File: src/rtl/vg_pkg.sv
package vg_pkg;

   // Width of the step number: one bit wider than needed, so that
   // indices beyond the last element can be presented.
   function automatic int sel_width(input int n_elem);
      return $clog2(n_elem) + 1;
   endfunction

   // Number of stored slots for a vector of n_elem elements.
   function automatic int store_slots(input int n_elem);
      return n_elem - 1;
   endfunction

endpackage

File: src/rtl/vg_step_decode.sv
module vg_step_decode #(
   parameter int NUM_SLOT = 3,
   parameter int SEL_W    = 3
) (
   input  logic                en,
   input  logic [SEL_W-1:0]    step_idx,
   output logic [NUM_SLOT-1:0] wr_en
);

   // One strobe per stored slot. Indices with no slot decode to nothing.
   for (genvar k = 0; k < NUM_SLOT; k++) begin : g_dec
      assign wr_en[k] = en && (step_idx == SEL_W'(k));
   end

endmodule

File: src/rtl/vg_elem_bank.sv
module vg_elem_bank #(
   parameter int NUM_SLOT = 3,
   parameter int ELEM_W   = 8,
   localparam int BANK_W  = NUM_SLOT * ELEM_W
) (
   input  logic                clk,
   input  logic                rst,
   input  logic [NUM_SLOT-1:0] wr_en,
   input  logic [ELEM_W-1:0]   din,
   output logic [BANK_W-1:0]   q
);

   for (genvar k = 0; k < NUM_SLOT; k++) begin : g_slot
      logic [ELEM_W-1:0] slot_q;

      always_ff @(posedge clk) begin
         if (rst)
            slot_q <= '0;
         else if (wr_en[k])
            slot_q <= din;
      end

      assign q[k*ELEM_W +: ELEM_W] = slot_q;
   end

endmodule

File: src/rtl/vg_concat.sv
module vg_concat #(
   parameter int NUM_ELEM = 4,
   parameter int ELEM_W   = 8,
   localparam int STORE_W = (NUM_ELEM - 1) * ELEM_W,
   localparam int VEC_W   = NUM_ELEM * ELEM_W
) (
   input  logic [STORE_W-1:0] stored,
   input  logic [ELEM_W-1:0]  live,
   output logic [VEC_W-1:0]   vec
);

   for (genvar k = 0; k < NUM_ELEM - 1; k++) begin : g_low
      assign vec[k*ELEM_W +: ELEM_W] = stored[k*ELEM_W +: ELEM_W];
   end
   assign vec[VEC_W-1 -: ELEM_W] = live;

endmodule

File: src/rtl/vec_gather.sv
module vec_gather #(
   parameter int ELEM_W   = 8,
   parameter int NUM_ELEM = 4,
   parameter int SEL_W    = vg_pkg::sel_width(NUM_ELEM),
   localparam int NUM_SLOT = vg_pkg::store_slots(NUM_ELEM),
   localparam int STORE_W  = NUM_SLOT * ELEM_W,
   localparam int VEC_W    = NUM_ELEM * ELEM_W
) (
   input  logic              clk,
   input  logic              rst,
   input  logic              en,
   input  logic [SEL_W-1:0]  step_idx,
   input  logic [ELEM_W-1:0] din,
   output logic [VEC_W-1:0]  vec_out
);

   if (NUM_ELEM < 2) begin : g_chk_elem
      $error("vec_gather: NUM_ELEM must be at least 2");
   end
   if (ELEM_W < 1) begin : g_chk_width
      $error("vec_gather: ELEM_W must be at least 1");
   end
   if (SEL_W < $clog2(NUM_ELEM)) begin : g_chk_sel
      $error("vec_gather: SEL_W too narrow for NUM_ELEM");
   end

   logic [NUM_SLOT-1:0] wr_en;
   logic [STORE_W-1:0]  stored;

   vg_step_decode #(.NUM_SLOT(NUM_SLOT), .SEL_W(SEL_W)) u_decode (
      .en       (en),
      .step_idx (step_idx),
      .wr_en    (wr_en)
   );

   vg_elem_bank #(.NUM_SLOT(NUM_SLOT), .ELEM_W(ELEM_W)) u_bank (
      .clk   (clk),
      .rst   (rst),
      .wr_en (wr_en),
      .din   (din),
      .q     (stored)
   );

   vg_concat #(.NUM_ELEM(NUM_ELEM), .ELEM_W(ELEM_W)) u_concat (
      .stored (stored),
      .live   (din),
      .vec    (vec_out)
   );

endmodule

File: config.mk
export PLATFORM = sky130hd
export DESIGN_NAME = vec_gather
export DESIGN_NICKNAME = d
export VERILOG_FILES = /design/src/rtl/vg_pkg.sv /design/src/rtl/vg_step_decode.sv /design/src/rtl/vg_elem_bank.sv /design/src/rtl/vg_concat.sv /design/src/rtl/vec_gather.sv
export SDC_FILE = /design/constraint.sdc
export NUM_CORES = 1
export LEC_CHECK = 0
export BUFFER_PORTS_ARGS = -buffer_cell sky130_fd_sc_hd__buf_2
export CAP_MARGIN = 0
export CORE_ASPECT_RATIO = 1.2
export CORE_MARGIN = 2
export CORE_UTILIZATION = 53
export CTS_BUF_LIST = sky130_fd_sc_hd__clkbuf_8
export CTS_CLUSTER_SIZE = 20
export DETAILED_ROUTE_END_ITERATION = 10
export PLACE_DENSITY = 0.87
export SLEW_MARGIN = 20
export SYNTH_ARGS = -nofsm -noshare
export SYNTH_HDL_FRONTEND = slang
export SYNTH_HIERARCHICAL = 1
export SYNTH_SLANG_ARGS = --single-unit
File: constraint.sdc
create_clock -name clk -period 3.5 [get_ports clk]
set_clock_uncertainty 0.15 [all_clocks]
set_input_delay 0.7 -clock clk [delete_from_list [all_inputs] [get_ports clk]]
set_output_delay 0.7 -clock clk [all_outputs]
set_load 0.01 [all_outputs]
==> flow_metrics.env, run 1 <==
export IMPL_place_congestion=0.723
export IMPL_root_buffer="clkbuf_8"
export IMPL_grt_pass1_wl_um=3030
export IMPL_cp_end_kind="primary output"
export IMPL_crit_end="vec_out[25]"
export IMPL_path_cells="buf_2 > buf_2"
export IMPL_ir_drop_uv=416
export IMPL_fp_dieArea_um2=2540
export IMPL_dp_hpwl_um=1500
export IMPL_grt_max_degree=25
export IMPL_cts_tree="done"
export IMPL_vias_per_cell=4.81
export IMPL_cts_resized_gates=0
export IMPL_cts_buffers=3
export IMPL_syn_inst=112
export IMPL_rows=18
export IMPL_slew_violations=0
export IMPL_cap_violations=0
export IMPL_drt_pass1_iterations=4
export IMPL_avgSynthCellArea_um2=10.2
export IMPL_drc_errors=0
export IMPL_htree_levels=1
export IMPL_io_buffers=45
export IMPL_seq_area_frac_synth_pct=42.2
export IMPL_netlist_area_um2=1140
export IMPL_reg2reg_depth=2
export IMPL_clock_sinks=24
export IMPL_drive_above_1_share_pct=42.4
export IMPL_crit_start="din[1]"
export IMPL_powerDensity_nw_per_um2=478
export IMPL_grt_pass1_vias=670
export IMPL_synth_area_leader_cell="dfxtp_1"
export IMPL_drt_wirelength_per_cell_um=12.6
export IMPL_post_dp_cell_area_um2=1120
export IMPL_finalCriticalPeriod_ns=1.81
export IMPL_wl_um=1960
export IMPL_die_h_um=54.8
export IMPL_setup_tns_ns=0
export IMPL_areaGrowthSynthToFinish_pct=4.61
export IMPL_synth_edf_count=0
export IMPL_relSlewSlack_pct=73.2
export IMPL_yosysMostFrequentCell="buf_4"
export IMPL_cp_required_ns=2.65
export IMPL_pin_count=46
export IMPL_start_kind="input port"
export IMPL_die_x_um=46.3
export IMPL_crit_arrival_ns=0.96
export IMPL_ys_top_cells_by_area="dfxtp_1 42%, buf_4 22%, mux2i_1 21%"
export IMPL_crit_type="input port to primary output"
export IMPL_path_depth=2
export IMPL_nets=140
export IMPL_top_register="u_bank/g_slot.slot_q"
export IMPL_largest_reg_flops=24
export IMPL_vias=746
export IMPL_crit_top_cell="buf_2"
export IMPL_synthTopCellsByCount="34 x buf_4, 24 x dfxtp_1, 24 x mux2i_1, 24 x nor2_1, 3 x buf_6"
export IMPL_synth_cell_types=7
export IMPL_drt_iter0_drc=6
export IMPL_grt_use_total_pct=17.1
export IMPL_worstMarginPinSlew_ns=0.402
export IMPL_grt_ovfl_total=0
export IMPL_top_regs="u_bank/g_slot.slot_q: 24 flops"
export IMPL_final_util_pct=58.2
export IMPL_rsz0062_at_grt="no"
export IMPL_p_leak_uw=0.000544
export IMPL_cp_top_family="buffers and inverters"
export IMPL_ant_nets=0
export IMPL_max_freq_mhz=551
export IMPL_core_area_um2=2050
export IMPL_path_clk_slew_ns=0.08
export IMPL_ctsHoldBuffers=0
export IMPL_post_cts_buffers=0
export IMPL_async_flop_share_pct=0
export IMPL_cpMaxStageDelayCell="buf_2"
export IMPL_start_util_pct=55.6
export IMPL_synth_warnings=6
export IMPL_synth_flop_cell="dfxtp_1"
export IMPL_fill_cells=189
export IMPL_setup_viol=0
export IMPL_synth_nets=126
export IMPL_hold_viol=0
export IMPL_r2r_end="u_bank/g_slot[1].slot_q[2]"
export IMPL_diodes=0
export IMPL_hold_class="register to register"
export IMPL_r2r_setup_slack_ns=2.71
export IMPL_yosysTopAreaCellShare_pct=42.2
export IMPL_synth_seq_cells=24
export IMPL_r2r_start="u_bank/g_slot[1].slot_q[2]"
export IMPL_outcome="complete, no violations"
export IMPL_critPathMaxFanout=4
export IMPL_clockBufferDepth=2
export IMPL_antenna_found_initial=0
export IMPL_final_cell_area_um2=1190
export IMPL_path_buf_inv=2
export IMPL_insertion_delay_ns=0.26
export IMPL_fin_crit_sh_pct=51.8
export IMPL_cpPeakStageDelay_ns=0.14
## stage by stage
stage	std cells	hold slack [ns]	total power, uW	worst slack, ns
final	155	0.348	570	1.69
after global routing	155	0.375	590	1.67
after CTS	155	0.352	572	1.68
after detailed placement	151	0.332	337	1.59
after global placement	151	0.319	334	1.64
after floorplan	112	0.312	328	1.83
## layout by cell type, fill, tap and decap left out
cell / synthesis / routed
buf_2: 0 / 45
mux2i_1: 24 / 24
nor2_1: 24 / 24
dfxtp_1: 24 / 24
clkbuf_8: 0 / 3
and4bb_2: 2 / 2
bufinv_16: 0 / 1
buf_4: 34 / 1
nor4b_2: 1 / 1
## layout make-up
| cell class | instances | area (um^2) | area share, % |
|---|---|---|---|
| clock buffers | 3 | 41.3 | 3.46 |
| clock inverters | 1 | 30.0 | 2.52 |
| multi-input cells | 51 | 370 | 31.1 |
| flip-flops and latches | 24 | 480 | 40.3 |
| well taps | 30 | 37.5 | 3.15 |
| repair buffers | 46 | 233 | 19.5 |
## logic make-up (layout without fill, tap and decap cells)
logic type    after synthesis  count (layout)  share of synthesized area [%]
buf+inv                    37              50                           25.4
simple gates               27              27                           11.4
flops                      24              24                           42.2
mux                        24              24                           21.1
## worst min path at each step
stage	startpoint	endpoint	slack (ns)	cells past startpoint
3_5_place_dp	u_bank/g_slot[0].slot_q[3]	u_bank/g_slot[0].slot_q[3]	0.33	2
3_3_place_gp	u_bank/g_slot[0].slot_q[0]	u_bank/g_slot[0].slot_q[0]	0.32	2
2_1_floorplan	u_bank/g_slot[0].slot_q[0]	u_bank/g_slot[0].slot_q[0]	0.31	2
4_1_cts	u_bank/g_slot[0].slot_q[3]	u_bank/g_slot[0].slot_q[3]	0.35	2
6_report	u_bank/g_slot[0].slot_q[7]	u_bank/g_slot[0].slot_q[7]	0.35	2
5_1_grt	u_bank/g_slot[0].slot_q[3]	u_bank/g_slot[0].slot_q[3]	0.38	2
## worst register-to-register path: stages (launching register included)
cell and delay, ns:
dfxtp_1 0.33, mux2i_1 0.15, nor2_1 0.05
## routing by layer
layer | vias to the layer above | global-route usage [%] | wire [um]
met5 | - | 0 | 0
met1 | 355 | 18.3 | 751
li1 | 358 | - | -
met2 | 31 | 31.7 | 1070
met4 | 0 | 7.14 | 22
met3 | 2 | 3.30 | 112
## where the power goes
group          total [uW]  switching (uW)  internal [uW]
clock                 240            87.3            153
combinational        48.2            26.9           21.4
sequential            282            2.90            279
total                 570             117            453
Note: power is estimated with default switching activity, not from simulation.
==> run 2, diff against run 1 <==
Settings changed: ABC_AREA set to 1, CORE_UTILIZATION 53 to 50, PLACE_DENSITY 0.87 to 0.81.
Clock period 3.5 ns to 1.79 ns, I/O delays scaled along.
==> flow_metrics.env, run 2 <==
export IMPL_die_h_um=58.9
export IMPL_cts_buffers=3
export IMPL_cap_violations=0
export IMPL_path_depth=1
export IMPL_grt_ovfl_total=0
export IMPL_synth_edf_count=0
export IMPL_relSlewSlack_pct=75.1
export IMPL_yosysTopAreaCellShare_pct=38.3
export IMPL_reg2reg_depth=2
export IMPL_pin_count=46
export IMPL_synth_seq_cells=24
export IMPL_clock_sinks=24
export IMPL_ir_drop_uv=475
export IMPL_wl_um=2150
export IMPL_fp_dieArea_um2=2930
export IMPL_path_cells="buf_2"
export IMPL_drt_pass1_iterations=4
export IMPL_cpMaxStageDelayCell="dfxtp_1"
export IMPL_dp_hpwl_um=1630
export IMPL_diodes=0
export IMPL_ys_top_cells_by_area="dfxtp_1 38%, buf_4 19%, nand2_1 15%"
export IMPL_cp_top_family="flip-flops"
export IMPL_ctsHoldBuffers=0
export IMPL_hold_class="input port to register"
export IMPL_r2r_end="u_bank/g_slot[2].slot_q[5]"
export IMPL_areaGrowthSynthToFinish_pct=1.79
export IMPL_slew_violations=0
export IMPL_synth_nets=193
export IMPL_layout_common_cells="51 x nand2_1, 49 x nor2_1, 45 x buf_2"
export IMPL_drc_errors=0
export IMPL_synthTopCellsByCount="51 x nand2_1, 49 x nor2_1, 32 x buf_4"
export IMPL_cts_tree="done"
export IMPL_drt_wirelength_per_cell_um=9.68
export IMPL_synth_area_leader_cell="dfxtp_1"
export IMPL_nets=206
export IMPL_start_util_pct=53.9
export IMPL_path_clk_slew_ns=0.08
export IMPL_start_kind="register"
export IMPL_finalCriticalPeriod_ns=1.27
export IMPL_hold_viol=0
export IMPL_crit_arrival_ns=0.76
export IMPL_clockBufferDepth=2
export IMPL_post_cts_buffers=0
export IMPL_yosysMostFrequentCell="nand2_1"
export IMPL_grt_pass1_vias=855
export IMPL_drive_above_1_share_pct=29.8
export IMPL_cpPeakStageDelay_ns=0.36
export IMPL_drt_iter0_drc=7
export IMPL_setup_viol=0
export IMPL_cp_end_kind="primary output"
export IMPL_rsz0062_at_grt="no"
export IMPL_fin_crit_sh_pct=71.1
export IMPL_rows=19
export IMPL_top_register="u_bank/g_slot.slot_q"
export IMPL_seq_area_frac_synth_pct=38.3
export IMPL_insertion_delay_ns=0.26
export IMPL_syn_inst=179
export IMPL_crit_start="u_bank/g_slot[0].slot_q[2]"
export IMPL_vias_per_cell=4.39
export IMPL_setup_tns_ns=0
export IMPL_synth_cell_types=10
export IMPL_cts_resized_gates=0
export IMPL_root_buffer="clkbuf_8"
export IMPL_max_freq_mhz=786
export IMPL_power_uw=1160
export IMPL_place_congestion=0.815
export IMPL_path_buf_inv=1
export IMPL_synth_flop_cell="dfxtp_1"
export IMPL_powerDensity_nw_per_um2=908
export IMPL_io_buffers=45
export IMPL_outcome="complete, no violations"
export IMPL_antenna_found_initial=0
export IMPL_htree_levels=1
export IMPL_avgSynthCellArea_um2=7.01
export IMPL_ant_nets=0
export IMPL_cp_required_ns=1.28
export IMPL_p_leak_uw=0.000698
export IMPL_grt_use_total_pct=15.9
export IMPL_netlist_area_um2=1250
export IMPL_layout_commonest_cell="nand2_1"
export IMPL_grt_max_degree=25
export IMPL_crit_type="register to primary output"
export IMPL_die_x_um=49.7
export IMPL_synth_warnings=6
export IMPL_critPathMaxFanout=2
export IMPL_worstMarginPinSlew_ns=0.372
export IMPL_r2r_start="u_bank/g_slot[2].slot_q[5]"
export IMPL_grt_pass1_wl_um=3460
export IMPL_vias=974
export IMPL_core_area_um2=2330
export IMPL_r2r_setup_slack_ns=1.07
export IMPL_crit_end="vec_out[2]"
export IMPL_largest_reg_flops=24
export IMPL_async_flop_share_pct=0
export IMPL_top_regs="u_bank/g_slot.slot_q: 24 flops"
## run 2: cell count changes after synthesis, sizes merged
cell    before  now
mux2i       24    0
nor2        24   51
nor4b        1    0
clkbuf       0    2
inv          0   12
and4bb       2    0
nand2        0   52
buf         37   38
## run 2: final cells by class
| type | instances | area [um^2] |
|---|---|---|
| clock inverters | 1 | 30.0 |
| clock buffers | 3 | 41.3 |
| well taps | 31 | 38.8 |
| flip-flops and latches | 24 | 480 |
| multi-input cells | 103 | 394 |
| repair buffers | 48 | 248 |
| inverters | 12 | 45.0 |
| fillers | 251 | 1050 |
## run 2: kinds of logic (layout without fill, tap and decap cells)
logic type,Yosys count,in the layout,synth area share (%)
buffers and inverters,52,64,30.3
AND/OR/NAND/NOR,103,103,31.4
flip-flops,24,24,38.3
## run 2: where the power goes
part	internal, uW	total, uW	switching [uW]
Sequential	552	561	9.18
Combinational	53.8	132	77.7
Clock	299	467	168
Total	905	1160	255
## run 2: how the worst min path moves through the flow
stage,from,endpoint,slack [ns],depth (start not counted)
final,din[2],u_bank/g_slot[2].slot_q[2],0.28,5
after global routing,din[2],u_bank/g_slot[0].slot_q[2],0.33,5
after CTS,din[2],u_bank/g_slot[2].slot_q[2],0.28,5
after detailed placement,u_bank/g_slot[0].slot_q[4],u_bank/g_slot[0].slot_q[4],0.31,2
after global placement,u_bank/g_slot[0].slot_q[3],u_bank/g_slot[0].slot_q[3],0.31,2
after floorplan,u_bank/g_slot[0].slot_q[0],u_bank/g_slot[0].slot_q[0],0.30,2
## run 2: per-layer routing
layer	part of all wire, %	vias to the layer above	GRT usage, %
li1	-	509	-
met1	40	426	16.6
met2	50	31	27.8
met3	5.6	8	2.28
met4	4.4	0	13.9
met5	0	-	0
## run 2: stage by stage
stage / util, % / cell area, um^2 / hold WS (ns) / std cells / worst slack (ns)
2_1_floorplan: - / 1250 / 0.300 / 179 / 0.596
5_1_grt: 54.8 / 1280 / 0.327 / 222 / 0.490
3_5_place_dp: 51.8 / 1210 / 0.311 / 218 / 0.498
4_1_cts: 54.8 / 1280 / 0.280 / 222 / 0.512
6_report: 54.8 / 1280 / 0.275 / 222 / 0.517
3_3_place_gp: 51.8 / 1210 / 0.307 / 218 / 0.494
==> run 3, diff against run 2 <==
Settings changed: CORE_UTILIZATION 50 to 46, PLACE_DENSITY 0.81 to 0.78.
Clock period 1.79 ns to 1.15 ns, I/O delays scaled along.
==> flow_metrics.env, run 3 (synthesis gave the netlist of run 2 again) <==
export IMPL_cts_buffers=3
export IMPL_clockBufferDepth=2
export IMPL_largest_reg_flops=24
export IMPL_nets=206
export IMPL_place_congestion=0.719
export IMPL_post_cts_buffers=0
export IMPL_post_dp_cell_area_um2=1210
export IMPL_layout_commonest_cell="nand2_1"
export IMPL_path_clk_slew_ns=0.08
export IMPL_cp_top_family="flip-flops"
export IMPL_outcome="complete, no violations"
export IMPL_switching_share_pct=21.7
export IMPL_drt_iter0_drc=15
export IMPL_critPathMaxFanout=2
export IMPL_top_register="u_bank/g_slot.slot_q"
export IMPL_finalCriticalPeriod_ns=1.12
export IMPL_antenna_found_initial=0
export IMPL_ir_drop_uv=588
export IMPL_die_x_um=51.7
export IMPL_diodes=0
export IMPL_drc_errors=0
export IMPL_r2r_start="u_bank/g_slot[2].slot_q[5]"
export IMPL_min_delay_start="din[4]"
export IMPL_cp_end_kind="primary output"
export IMPL_die_h_um=61.2
export IMPL_insertion_delay_ns=0.26
export IMPL_grt_pass1_vias=711
export IMPL_pin_count=46
export IMPL_dp_hpwl_um=1520
export IMPL_root_buffer="clkbuf_8"
export IMPL_hold_viol=0
export IMPL_worstMarginPinSlew_ns=0.372
export IMPL_vias=942
export IMPL_io_buffers=45
export IMPL_vias_per_cell=4.21
export IMPL_slew_violations=0
export IMPL_grt_use_total_pct=12.9
export IMPL_preCtsSetupSlack_ns=-0.0250
export IMPL_p_sw_uw=391
export IMPL_clock_sinks=24
export IMPL_wl_um=1960
export IMPL_rsz0062_at_grt="no"
export IMPL_fin_crit_sh_pct=97.3
export IMPL_start_util_pct=48.7
export IMPL_combPwrFrac_pct=11.2
export IMPL_seqPwrFrac_pct=48.5
export IMPL_setup_viol=0
export IMPL_hold_class="input port to register"
export IMPL_start_kind="register"
export IMPL_drt_wirelength_per_cell_um=8.76
export IMPL_layout_common_cells="51 x nand2_1, 49 x nor2_1, 45 x buf_2"
export IMPL_ant_nets=0
export IMPL_p_leak_uw=0.000701
export IMPL_area_sequential_um2=488
export IMPL_crit_start="u_bank/g_slot[1].slot_q[7]"
export IMPL_power_share_clock_pct=40.3
export IMPL_powerDensity_nw_per_um2=1400
export IMPL_cpPeakStageDelay_ns=0.34
export IMPL_final_util_pct=50.0
export IMPL_core_area_um2=2580
export IMPL_top_regs="u_bank/g_slot.slot_q: 24 flops"
export IMPL_crit_arrival_ns=0.74
export IMPL_relSlewSlack_pct=75.2
export IMPL_layout_setup_ws_ns=0.0313
export IMPL_drt_pass1_iterations=4
export IMPL_cts_tree="done"
export IMPL_path_cells="buf_2"
export IMPL_path_buf_inv=1
export IMPL_multiInputGateArea_um2=394
export IMPL_cpMaxStageDelayCell="dfxtp_1"
export IMPL_ctsHoldBuffers=0
export IMPL_drive_above_1_share_pct=33.0
export IMPL_max_freq_mhz=894
export IMPL_grt_max_degree=25
export IMPL_areaGrowthSynthToFinish_pct=2.59
export IMPL_fill_cells=284
export IMPL_rows=20
export IMPL_cp_required_ns=0.77
export IMPL_grt_pass1_wl_um=2950
export IMPL_cap_violations=0
export IMPL_fp_dieArea_um2=3160
export IMPL_htree_levels=1
export IMPL_final_cell_area_um2=1290
export IMPL_grt_ovfl_total=0
export IMPL_internal_power_uw=1410
export IMPL_setup_tns_ns=0
export IMPL_crit_type="register to primary output"
-- run 3: changes by cell type in the layout (fill, tap and decap cells not counted) --
cell     previous run  this run
dfxtp_1            24        18
dfxtp_2             0         6
-- run 3: metrics by stage --
step / hold WS, ns / std cells / power, uW
finish: 0.146 / 224 / 1800
global route: 0.163 / 224 / 1880
CTS: 0.148 / 224 / 1820
detailed placement: 0.309 / 220 / 1100
global placement: 0.301 / 220 / 1090
floorplan: 0.251 / 179 / 1090
-- run 3: power by group through the flow --
stage	sequential (uW)	combinational, uW	clock (uW)
after floorplan	890	197	0
after global placement	893	201	0
after detailed placement	893	205	0
after CTS	874	205	744
after global routing	877	229	777
final	874	202	725
-- run 3: cell type report --
class                   instances  share of cell area, %
clock buffers                   3                   3.21
clock inverters                 1                   2.33
inverters                      12                   3.50
multi-input cells             103                   30.6
flip-flops and latches         24                   37.9
well taps                      33                   3.21
repair buffers                 48                   19.2
-- run 3: path summary, 6_finish.rpt --
check | endpoint | cells after the start | slack [ns]
max | vec_out[15] | 1 | 0.03
min | u_bank/g_slot[1].slot_q[4] | 5 | 0.15
max reg2reg | u_bank/g_slot[2].slot_q[5] | 2 | 0.41
min reg2reg | u_bank/g_slot[1].slot_q[6] | 2 | 0.32
-- run 3: per-layer routing --
metal / global-route usage [%] / part of all wire (%)
met3: 2.18 / 5.6
met1: 14.8 / 43
met2: 21.4 / 49
met5: 0 / 0
met4: 10.2 / 2.8
-- run 3: timing repair --
action,4_1_cts,5_1_grt
endpoints found under the setup margin,0,6
endpoints found under the hold margin,0,0
gates resized for setup,0,6
